<file path="src/rtl/exu_pkg.sv">
package exu_pkg;

  typedef enum logic [3:0] {
    EXU_ADD    = 4'd0,
    EXU_ADDS   = 4'd1,
    EXU_ADDL   = 4'd2,
    EXU_OR     = 4'd3,
    EXU_ORI    = 4'd4,
    EXU_AND    = 4'd5,
    EXU_ANDI   = 4'd6,
    EXU_XOR    = 4'd7,
    EXU_XORI   = 4'd8,
    EXU_NOT    = 4'd9
  } exu_op_e;

  localparam logic [3:0] EXU_LAST_OP = 4'd9;

  typedef enum logic [1:0] {
    LFN_OR  = 2'd0,
    LFN_AND = 2'd1,
    LFN_XOR = 2'd2,
    LFN_INV = 2'd3
  } lfn_e;

  localparam int FLG_Z  = 0;
  localparam int FLG_S  = 1;
  localparam int FLG_OV = 2;
  localparam int FLG_CY = 3;

  typedef struct packed {
    logic known;
    logic is_add;
    lfn_e lfn;
  } exu_dec_t;

endpackage

</file>
<file path="src/rtl/exu_opsel.sv">
module exu_opsel #(
  parameter int XLEN   = 32,
  parameter int IMM_W  = 16,
  parameter int SIMM_W = 5,
  parameter int AW     = 5
) (
  input  logic [3:0]       op_sel,
  input  logic [XLEN-1:0]  src_a,
  input  logic [XLEN-1:0]  src_b,
  input  logic [IMM_W-1:0] imm_raw,
  input  logic [AW-1:0]    idx_b,
  input  logic [AW-1:0]    idx_d,
  output logic [XLEN-1:0]  opnd_x,
  output logic [XLEN-1:0]  opnd_y,
  output logic [AW-1:0]    dst_idx,
  output exu_pkg::exu_dec_t dec
);
  import exu_pkg::*;

  localparam int SPAD = XLEN - SIMM_W;
  localparam int LPAD = XLEN - IMM_W;

  logic [XLEN-1:0] imm_s5;
  logic [XLEN-1:0] imm_s16;
  logic [XLEN-1:0] imm_z16;

  assign imm_s5  = {{SPAD{imm_raw[SIMM_W-1]}}, imm_raw[SIMM_W-1:0]};
  assign imm_s16 = {{LPAD{imm_raw[IMM_W-1]}}, imm_raw};
  assign imm_z16 = {{LPAD{1'b0}}, imm_raw};

  always_comb begin
    opnd_x     = src_b;
    opnd_y     = src_a;
    dst_idx    = idx_b;
    dec.known  = 1'b1;
    dec.is_add = 1'b0;
    dec.lfn    = LFN_OR;
    case (exu_op_e'(op_sel))
      EXU_ADD:  dec.is_add = 1'b1;
      EXU_ADDS: begin dec.is_add = 1'b1; opnd_y = imm_s5; end
      EXU_ADDL: begin dec.is_add = 1'b1; opnd_x = src_a; opnd_y = imm_s16; dst_idx = idx_d; end
      EXU_OR:   dec.lfn = LFN_OR;
      EXU_ORI:  begin dec.lfn = LFN_OR;  opnd_x = src_a; opnd_y = imm_z16; dst_idx = idx_d; end
      EXU_AND:  dec.lfn = LFN_AND;
      EXU_ANDI: begin dec.lfn = LFN_AND; opnd_x = src_a; opnd_y = imm_z16; dst_idx = idx_d; end
      EXU_XOR:  dec.lfn = LFN_XOR;
      EXU_XORI: begin dec.lfn = LFN_XOR; opnd_x = src_a; opnd_y = imm_z16; dst_idx = idx_d; end
      EXU_NOT:  begin dec.lfn = LFN_INV; opnd_x = src_a; end
      default:  dec.known = 1'b0;
    endcase
  end

endmodule

</file>
<file path="src/rtl/exu_adder.sv">
module exu_adder #(
  parameter int XLEN = 32
) (
  input  logic [XLEN-1:0] opnd_x,
  input  logic [XLEN-1:0] opnd_y,
  output logic [XLEN-1:0] sum,
  output logic            carry,
  output logic            ovf
);
  logic [XLEN:0] wide;

  assign wide  = {1'b0, opnd_x} + {1'b0, opnd_y};
  assign sum   = wide[XLEN-1:0];
  assign carry = wide[XLEN];
  assign ovf   = (opnd_x[XLEN-1] == opnd_y[XLEN-1]) && (wide[XLEN-1] != opnd_x[XLEN-1]);

endmodule

</file>
<file path="src/rtl/exu_logic.sv">
module exu_logic #(
  parameter int XLEN = 32
) (
  input  logic [XLEN-1:0] opnd_x,
  input  logic [XLEN-1:0] opnd_y,
  input  exu_pkg::lfn_e   lfn,
  output logic [XLEN-1:0] res
);
  import exu_pkg::*;

  always_comb begin
    case (lfn)
      LFN_OR:  res = opnd_x | opnd_y;
      LFN_AND: res = opnd_x & opnd_y;
      LFN_XOR: res = opnd_x ^ opnd_y;
      default: res = ~opnd_x;
    endcase
  end

endmodule

</file>
<file path="src/rtl/int_exec_unit.sv">
module int_exec_unit #(
  parameter int XLEN   = 32,
  parameter int IMM_W  = 16,
  parameter int SIMM_W = 5,
  parameter int AW     = 5
) (
  input  logic             clk,
  input  logic             rst_n,
  input  logic             op_valid,
  input  logic [3:0]       op_sel,
  input  logic [XLEN-1:0]  src_a,
  input  logic [XLEN-1:0]  src_b,
  input  logic [IMM_W-1:0] imm_raw,
  input  logic [AW-1:0]    idx_b,
  input  logic [AW-1:0]    idx_d,
  input  logic [XLEN-1:0]  psw_in,
  output logic [XLEN-1:0]  res_val,
  output logic [AW-1:0]    res_idx,
  output logic             res_we,
  output logic [XLEN-1:0]  psw_out
);
  import exu_pkg::*;

  logic [1:0]      rst_sync_q;
  logic            rst_int_n;
  logic [XLEN-1:0] opnd_x, opnd_y, add_sum, lg_res;
  logic [AW-1:0]   dst_idx;
  logic            add_cy, add_ov;
  exu_dec_t        dec;

  logic            nxt_we;
  logic [XLEN-1:0] nxt_val;
  logic [XLEN-1:0] nxt_psw;

  always_ff @(posedge clk or negedge rst_n) begin
    if (!rst_n) rst_sync_q <= 2'b00;
    else        rst_sync_q <= {rst_sync_q[0], 1'b1};
  end
  assign rst_int_n = rst_sync_q[1];

  exu_opsel #(.XLEN(XLEN), .IMM_W(IMM_W), .SIMM_W(SIMM_W), .AW(AW)) u_opsel (
    .op_sel(op_sel), .src_a(src_a), .src_b(src_b), .imm_raw(imm_raw),
    .idx_b(idx_b), .idx_d(idx_d), .opnd_x(opnd_x), .opnd_y(opnd_y),
    .dst_idx(dst_idx), .dec(dec)
  );

  exu_adder #(.XLEN(XLEN)) u_adder (
    .opnd_x(opnd_x), .opnd_y(opnd_y), .sum(add_sum), .carry(add_cy), .ovf(add_ov)
  );

  exu_logic #(.XLEN(XLEN)) u_logic (
    .opnd_x(opnd_x), .opnd_y(opnd_y), .lfn(dec.lfn), .res(lg_res)
  );

  always_comb begin
    nxt_we          = op_valid & dec.known;
    nxt_val         = dec.is_add ? add_sum : lg_res;
    nxt_psw         = psw_in;
    nxt_psw[FLG_Z]  = (nxt_val == '0);
    nxt_psw[FLG_S]  = nxt_val[XLEN-1];
    nxt_psw[FLG_OV] = dec.is_add & add_ov;
    nxt_psw[FLG_CY] = dec.is_add ? add_cy : psw_in[FLG_CY];
  end

  always_ff @(posedge clk or negedge rst_int_n) begin
    if (!rst_int_n) begin
      res_we  <= 1'b0;
      res_val <= '0;
      res_idx <= '0;
      psw_out <= '0;
    end else begin
      res_we <= nxt_we;
      if (nxt_we) begin
        res_val <= nxt_val;
        res_idx <= dst_idx;
        psw_out <= nxt_psw;
      end
    end
  end

endmodule

</file>
<file path="config.mk">
export PLATFORM = sky130hd
export DESIGN_NAME = int_exec_unit
export DESIGN_NICKNAME = d
export VERILOG_FILES = /design/src/rtl/exu_pkg.sv /design/src/rtl/exu_opsel.sv /design/src/rtl/exu_adder.sv /design/src/rtl/exu_logic.sv /design/src/rtl/int_exec_unit.sv
export SDC_FILE = /design/constraint.sdc
export NUM_CORES = 1
export LEC_CHECK = 0
export BUFFER_PORTS_ARGS = -buffer_cell sky130_fd_sc_hd__buf_2
export CELL_PAD_IN_SITES_DETAIL_PLACEMENT = 0
export CELL_PAD_IN_SITES_GLOBAL_PLACEMENT = 1
export CORE_MARGIN = 8
export CORE_UTILIZATION = 45
export DETAILED_ROUTE_END_ITERATION = 7
export GPL_TIMING_DRIVEN = 0
export PLACE_DENSITY = 0.88
export SLEW_MARGIN = 15
export SYNTH_ARGS = -nofsm -noshare
export SYNTH_HDL_FRONTEND = slang
export SYNTH_HIERARCHICAL = 1
export SYNTH_SLANG_ARGS = --single-unit
</file>
<file path="constraint.sdc">
create_clock -name clk -period 6.4 [get_ports clk]
set_clock_uncertainty 0.05 [all_clocks]
set_input_delay 1.28 -clock clk [delete_from_list [all_inputs] [get_ports clk]]
set_output_delay 1.28 -clock clk [all_outputs]
set_load 0.005 [all_outputs]
</file>
# ---- Yosys cells after proc, flatten, opt, wreduce, memory -nomap -nowiden
# Index checks and enable logic that the tools add are counted.
dict set report word_totals {
  register_bits 72
  input_bits 129
  out_inout_bits 70
  wordCells 45
}
dict set report op_classes {
  n_addsub 1
  n_eq_ne 13
  n_mux 9
  bitwise_logic 6
  reduce_logical 11
}
# operator n
set ops {}
lappend ops {{32-bit one-hot mux with 3 select lines} 2}
lappend ops {{32-bit two-way mux} 2}
lappend ops {{32-bit by 32-bit adder with 33-bit output} 1}
lappend ops {{32-bit bitwise AND} 1}
lappend ops {{32-bit zero test} 1}
lappend ops {{32-bit inverter} 1}
lappend ops {{32-bit OR} 1}
lappend ops {{32-bit XOR} 1}
lappend ops {{4-bit by 3-bit equality test with 1-bit output (second input constant)} 4}
lappend ops {{10-bit OR reduction} 1}
lappend ops {{4-bit by 2-bit equality test with 1-bit output (second input constant)} 2}
lappend ops {{4-bit equality test (second input constant)} 2}
lappend ops {{2-bit one-hot mux with 3 select lines} 1}
lappend ops {{3-bit OR reduction} 2}
lappend ops {{5-bit two-way mux} 1}
lappend ops {{5-bit OR reduction} 1}
lappend ops {{4-bit by 1-bit equality test with 1-bit output (second input constant)} 1}
lappend ops {{4-bit zero test} 1}
lappend ops {{2-bit OR reduction} 2}
lappend ops {{4-bit OR reduction} 1}
lappend ops {{1-bit two-way mux} 3}
lappend ops {{1-bit bitwise AND} 2}
lappend ops {{2-bit by 1-bit equality test with 1-bit output (second input constant)} 1}
lappend ops {{2-bit equality test (second input constant)} 1}
lappend ops {{other kinds (4)} 4}

# ---- Longest topological paths before layout
# Gate-level depths: netlist (run 1).
dict set report depth {
  depth_word 7
  ltp_mapped 19
  depth_no_buf 17
}

# ---- Modules after synthesis
# Netlist (run 1), hierarchy kept.
# module instances cells_each area_each_um2 seq_area_each_um2
set modules_own_cells {}
lappend modules_own_cells {int_exec_unit 1 253 3042.9 1776.7}
lappend modules_own_cells {exu_logic 1 200 1989.4 0.0}
lappend modules_own_cells {exu_adder 1 245 1751.7 0.0}
lappend modules_own_cells {exu_opsel 1 105 1027.2 0.0}

# ---- Least setup slack after synthesis (run 1)
# OpenSTA, ideal clock, no wires.
dict set report synth_path {
  path_kind {input -> register}
  startpoint {input op_sel[2]}
  endpoint {register psw_out[0]}
  setup_ns 0.077
  arrival_time_ns 4.908
  path_slack_ns 1.366
  stages 18
  n_path_buf 1
  cell_sequence {or3_1 > a31oi_4 > buf_6 > mux2_1 > ha_1 > fa_1 > a21oi_2 > nor2_1 > o31ai_4 > nand2b_1 > a311o_1 > a21oi_1 > xnor2_1 > nor4_1 > nand2_1 > nor4_1 > a31oi_1 > o21ai_1}
}
dict set report synth_between {
  word_cells_on_any_way 33
}
# item line
set synth_lines {}
lappend synth_lines {{start, declared} int_exec_unit.sv:10} ;# input logic [3:0] op_sel,
lappend synth_lines {{4-bit by 3-bit equality test with 1-bit output / 4-bit equality test (equally long branches)} exu_opsel.sv:38} ;# case (exu_op_e'(op_sel))
lappend synth_lines {{3-bit OR reduction (no source line)} -}
lappend synth_lines {{32-bit one-hot mux with 3 select lines *} exu_opsel.sv:38}
lappend synth_lines {{net opnd_y[0]} int_exec_unit.sv:26} ;# logic [XLEN-1:0] opnd_x, opnd_y, add_sum, lg_res;
lappend synth_lines {{32-bit by 32-bit adder with 33-bit output *} exu_adder.sv:12} ;# assign wide = {1'b0, opnd_x} + {1'b0, opnd_y};
lappend synth_lines {{net add_sum[10]} int_exec_unit.sv:26}
lappend synth_lines {{32-bit two-way mux *} int_exec_unit.sv:57} ;# nxt_val = dec.is_add ? add_sum : lg_res;
lappend synth_lines {{32-bit zero test *} int_exec_unit.sv:59} ;# nxt_psw[FLG_Z] = (nxt_val == '0);
lappend synth_lines {{end signal, assigned} int_exec_unit.sv:76} ;# psw_out <= nxt_psw;
lappend synth_lines {{end, declared} int_exec_unit.sv:20} ;# output logic [XLEN-1:0] psw_out
# Mark *: on every way through the listed nets, which the timed path passes. The rest lies on a longest branch.
# A chain may end at the register's enable or synchronous reset.

# ---- Final worst setup path (run 1)
# Ends and elaborated chain as after synthesis.

==> impl_metrics.toml, run 1 <==
[power]
ir_drop_v = 0.0001755
p_sw_uw = 760.0
p_int_mw = 1.340
p_comb_share_pct = 46.6
p_leak_nw = 4.637
swShare_pct = 36.19
seqPwrFrac_pct = 27.3
p_per_area_mw_per_mm2 = 222.8
p_clk_share_pct = 26.2

[routing]
vias_per_cell = 5.465
routed_wl_mm = 22.95
vias = 6771
firstDrtPassIters = 4
drc = 0
wl_per_cell_um = 18.53
drt_iter0_drc = 384
drtAntennaViolNets = 0

[cells_and_area]
area.growth.synth_to_final_pct = 20.68
fin_nets = 1235
fill_cells = 1590
layout-drive-gt1-share_pct = 32.94
n_antenna_cell = 0
final_core_util_pct = 55.07

[clocking]
cts_made_buffers = 9
path_clk_slew_ns = 0.05
cts_sinks = 71
clock_latency_ns = 0.32
ctsHoldBuffers = 0
cts_resized = 0
root_buffer = "clkbuf_16"
clockBufferDepth = 2
post_cts_buffers = 0
cts_tree = "built"
cts_htree_levels = 3

[setup_path]
worstPathRequired_ns = 6.60
start_kind = "primary input"
slowest_stage = "fa_1"
r2r_setup_slack_ns = 5.54
crit_path_end_kind = "flop"
path_delay_family = "compound AO/OA/AOI/OAI gates"
critical-path-max-stage-delay_ns = 0.43
path_cells = "buf_2 -> or3_1 -> a31oi_4 -> buf_6 -> mux2_1 -> ha_1 -> fa_1 -> a21oi_2 -> nor2_1 -> o31ai_4 -> nand2b_1 -> a311o_1 -> a21oi_1 -> xnor2_1 -> nor4_1 -> nand2_1 -> nor4_1 -> a31oi_1 -> o21ai_1"
crit_type = "primary input to flop"
worstPathArrival_ns = 5.77
crit_top_cell = "nor4_1"
worstPathMaxFanout = 10
crit_buf_inv = 2

[timing]
tightest_slew_ns = 0.9160
drv_slew = 0
final.setup.tns_ns = 0
period_minus_slack_ns = 5.571
hold_violations = 0
slew_headroom_pct = 38.57
max_freq_ghz = 0.1795
setup_viol = 0
finalCritPeriodShare_pct = 87.05
rsz0062_at_grt = "false"
setup_ws_ns = 0.8287

[synth]
yosysUniqueCellTypes = 73
synth_area_per_cell_um2 = 9.728
synth_nets = 1029
synth_area_mm2 = 0.007811
synth_seq_cells = 71
synth_flop_cell = "dfrtp_1"
async_flop_share_pct = 100.0
synth_edf_count = 0
yosysWarnings = 6
synthCells = 803
synth_seq_area_share_pct = 22.75

[floorplan]
die_h_um = 147.8
fp-row-count = 48
dieArea_mm2 = 0.02183
pin_count = 199
initial_core_util_pct = 45.64
core-area_mm2 = 0.01712
die-width_um = 147.8

[grt]
grt_pass1_vias = 6923
grtUsageTotal_pct = 20.97
grt_max_degree = 64
antenna_found_initial = 0
overflow = 0
grt_pass1_wl_mm = 36.56

[run]
drv_cap = 0

[placement]
post-dp-hpwl_mm = 19.32
portBuffers = 194
dp_slack_ns = 0.5484
gp_congestion = 0.9383

[worst_hold_path]
min_path_type = "flop to async pin"

[run_status]
status = "finished, final reports clean"
## layout make-up
type                    count  area [um2]  area share [%]
multi-input cells         580        5323           56.46
flip-flops and latches     71        1780           18.89
clock buffers              12       236.5           2.509
well taps                 225       281.5           2.986
inverters                 104       390.4           4.141
clock inverters             4       95.09           1.009
repair buffers            195       998.5           10.59
plain buffers              48       321.6           3.411
## layout by cell type (no fill, tap or decap), drive strengths merged, types with 5 or more instances in the layout
cell type	n
mux4	32
a21oi	30
xnor2	19
nor4	13
mux2	75
nor2b	7
nand2	56
inv	104
a221o	13
o21ai	54
o211ai	6
nor2	28
clkbuf	28
nand4	10
buf	227
a211oi	5
a31oi	7
nand3	9
dfrtp	71
ha	96
mux2i	33
xor2	11
a21o	27
## state kept, by name, indices dropped and copies added, names as in the netlist
name	flops
rst_sync_q	2
res_we	1
res_idx	5
res_val	31
psw_out	32
## power by group through the flow
| stage | sequential (mW) | combinational (mW) | clock, mW |
|---|---|---|---|
| floorplan | 0.591 | 0.621 | 0 |
| global placement | 0.581 | 0.944 | 0 |
| detailed placement | 0.582 | 0.970 | 0 |
| CTS | 0.574 | 0.975 | 0.560 |
| global route | 0.583 | 1.08 | 0.580 |
| finish | 0.573 | 0.978 | 0.549 |
## worst paths after layout
kind                            cells after the start           from             to
worst max register to register                      1    psw_out[13]    psw_out[13]
worst max-delay path                               19      op_sel[2]     psw_out[0]
worst min-delay path                                0  rst_sync_q[1]     res_idx[2]
worst min register to register                      0  rst_sync_q[1]     res_idx[2]
max in group asynchronous                           1          rst_n  rst_sync_q[1]
min in group clk                                    0  rst_sync_q[0]  rst_sync_q[1]
## stage by stage
step | std cells | cell area (um2) | power [mW] | hold WS, ns
after global routing | 1239 | 9427 | 2.241 | 0.1002
after CTS | 1239 | 9427 | 2.109 | 0.09140
after floorplan | 803 | 7811 | 1.211 | 0.2812
final | 1239 | 9427 | 2.100 | 0.08776
after detailed placement | 1223 | 9095 | 1.551 | 0.08648
after global placement | 1222 | 9064 | 1.525 | 0.2843
## kinds of logic (layout without fill, tap and decap cells)
group,count (synthesis),in the layout,share of synthesized area (%)
AO/OA/AOI/OAI,162,162,14.35
multiplexers,140,140,24.57
adder cells (fa/ha/maj),97,97,15.63
AND/OR/NAND/NOR,150,150,10.17
buffers and inverters,152,363,9.114
other,1,1,0.04801
XOR/XNOR,30,30,3.364
flip-flops,71,71,22.75
## routing by layer
metal,track usage (%),share of wire [%]
met2,34.56,46
met4,7.037,2.3
met5,0,0
met3,4.127,6.3
met1,26.99,46
## Yosys cell counts (14+ instances only)
master,number,area [um2]
o21ai_1,35,175.2
a21o_1,26,195.2
mux2_1,31,349.1
inv_1,103,386.6
nor2_1,26,97.59
ha_1,96,1201
mux2_2,44,495.5
mux4_2,29,653.1
xnor2_1,19,166.4
nand2_1,56,210.2
o21ai_0,17,85.08
dfrtp_1,71,1777
a21oi_1,28,140.1
buf_4,14,105.1
clkbuf_1,16,60.06
mux2i_1,32,320.3
Power figures use the tool's default switching activity.
==> run 2, diff against run 1 <==
Settings changed: SLEW_MARGIN 15 to unset.
Clock period 6.4 ns to 7.1 ns, I/O delays scaled along.
==> run 2 against run 1 <==
Clock-buffer cell count decreased by 1. Die area unchanged. Non-clock buffer count decreased by 1. Clock power decreased by 17%. Cell count about the same. First-iteration DRC count increased by 8.6%. Largest power group unchanged.
==> impl_metrics.toml, run 2 (synthesis gave the netlist of run 1 again) <==
[floorplan]
fp-row-count = 48
dieArea_mm2 = 0.02183
die_h_um = 147.8
core-area_mm2 = 0.01712
initial_core_util_pct = 45.64
die-width_um = 147.8
pin_count = 199

[cells_and_area]
mostFrequentLayoutCells = "203 x buf_2, 103 x inv_1, 96 x ha_1"
n_antenna_cell = 0
largest_register_ffs = 32
multi_input_area_mm2 = 0.005323
layout-drive-gt1-share_pct = 33.17
regMostFlops = "psw_out"
mostFrequentLayoutCell = "buf_2"
regArea_mm2 = 0.001780
top_regs = "psw_out x32, res_val x31, res_idx x5"
fill_cells = 1598
fin_nets = 1234
area.growth.synth_to_final_pct = 20.04
final_core_util_pct = 54.78

[timing]
drv_slew = 0
rsz0062_at_grt = "false"
period_minus_slack_ns = 5.707
tightest_slew_ns = 0.9249
hold_violations = 0
final.setup.tns_ns = 0
max_freq_ghz = 0.1752
setup_viol = 0
finalCritPeriodShare_pct = 80.38
slew_headroom_pct = 37.97

[setup_path]
crit_path_end_kind = "flop"
crit_buf_inv = 2
r2r_setup_slack_ns = 6.03
start_kind = "primary input"
slowest_stage = "fa_1"
rr_startpoint = "rst_sync_q[1]"
crit_path_start = "op_sel[2]"
worstPathArrival_ns = 5.92
worstPathMaxFanout = 10
critical-path-max-stage-delay_ns = 0.43
path_cells = "buf_2 -> or3_1 -> a31oi_4 -> buf_6 -> mux2_1 -> ha_1 -> fa_1 -> a21oi_2 -> nor2_1 -> o31ai_4 -> nand2b_1 -> a311o_1 -> a21oi_1 -> xnor2_1 -> nor4_1 -> nand2_1 -> nor4_1 -> a31oi_1 -> o21ai_1"
path_delay_family = "compound AO/OA/AOI/OAI gates"
crit_top_cell = "nor4_1"
worstPathRequired_ns = 7.31
crit_type = "primary input to flop"

[power]
ir_drop_v = 0.0001407
p_leak_nw = 4.615
p_per_area_mw_per_mm2 = 196.9

[routing]
vias_per_cell = 5.447
wl_per_cell_um = 18.46
routed_wl_mm = 22.85
drtAntennaViolNets = 0
vias = 6743
firstDrtPassIters = 5
drt_iter0_drc = 417
drc = 0

[placement]
gp_congestion = 0.9383
post-dp-hpwl_mm = 19.27
portBuffers = 194

[grt]
antenna_found_initial = 0
grt_busiest_layer = "met2"
grt_max_degree = 70
overflow = 0
grt_use_met3_pct = 3.669
grt_pass1_wl_mm = 36.53
grtUsageTotal_pct = 20.93
grt_pass1_vias = 6851
use_met2_pct = 34.54
use_met1_pct = 27.19

[clocking]
post_cts_buffers = 0
root_buffer = "clkbuf_16"
cts_htree_levels = 3
path_clk_slew_ns = 0.05
cts_made_buffers = 9
cts_resized = 0
ctsHoldBuffers = 0
clock_latency_ns = 0.33
cts_sinks = 71
clockBufferDepth = 2
cts_tree = "built"

[run_status]
status = "finished, final reports clean"

[worst_hold_path]
worstHoldStart = "rst_sync_q[0]"
min_path_type = "flop to flop"

[run]
drv_cap = 0
[run 2: path summary, 6_finish.rpt]
check,end,cells after the start
setup / recovery,psw_out[0],19
setup reg to reg,res_val[28],0
hold / removal,rst_sync_q[1],0
max in group asynchronous,res_val[28],0
hold reg to reg,rst_sync_q[1],0
min in group asynchronous,psw_out[6],0
[run 2: layer usage]
metal	up-vias	wire length [um]
li1	3294	-
met1	3165	10130
met2	250	10440
met3	34	1742
met4	0	537
met5	-	0
[run 2: per-stage QoR]
stage	hold WS, ns	instances	area (um2)	power [mW]	worst slack (ns)
floorplan	0.2812	803	7811	1.092	1.926
global placement	0.2843	1222	9064	1.375	1.103
detailed placement	0.2887	1222	9067	1.396	1.110
CTS	0.3013	1238	9376	1.856	1.431
global route	0.3274	1238	9376	1.969	1.151
finish	0.3008	1238	9376	1.846	1.393
[run 2: cell type report]
type	instances	share of cell area [%]
multi-input cells	580	56.77
flip-flops and latches	71	18.99
repair buffers	194	10.35
inverters	104	4.163
plain buffers	48	3.429
well taps	225	3.002
clock buffers	11	2.695
clock inverters	5	0.6005
[run 2: where the power goes]
| group | internal [mW] | total (mW) | leakage, nW | switching, mW |
|---|---|---|---|---|
| Sequential | 0.479 | 0.522 | 0.849 | 0.0432 |
| Clock | 0.290 | 0.454 | 0.152 | 0.164 |
| Combinational | 0.385 | 0.870 | 3.61 | 0.485 |
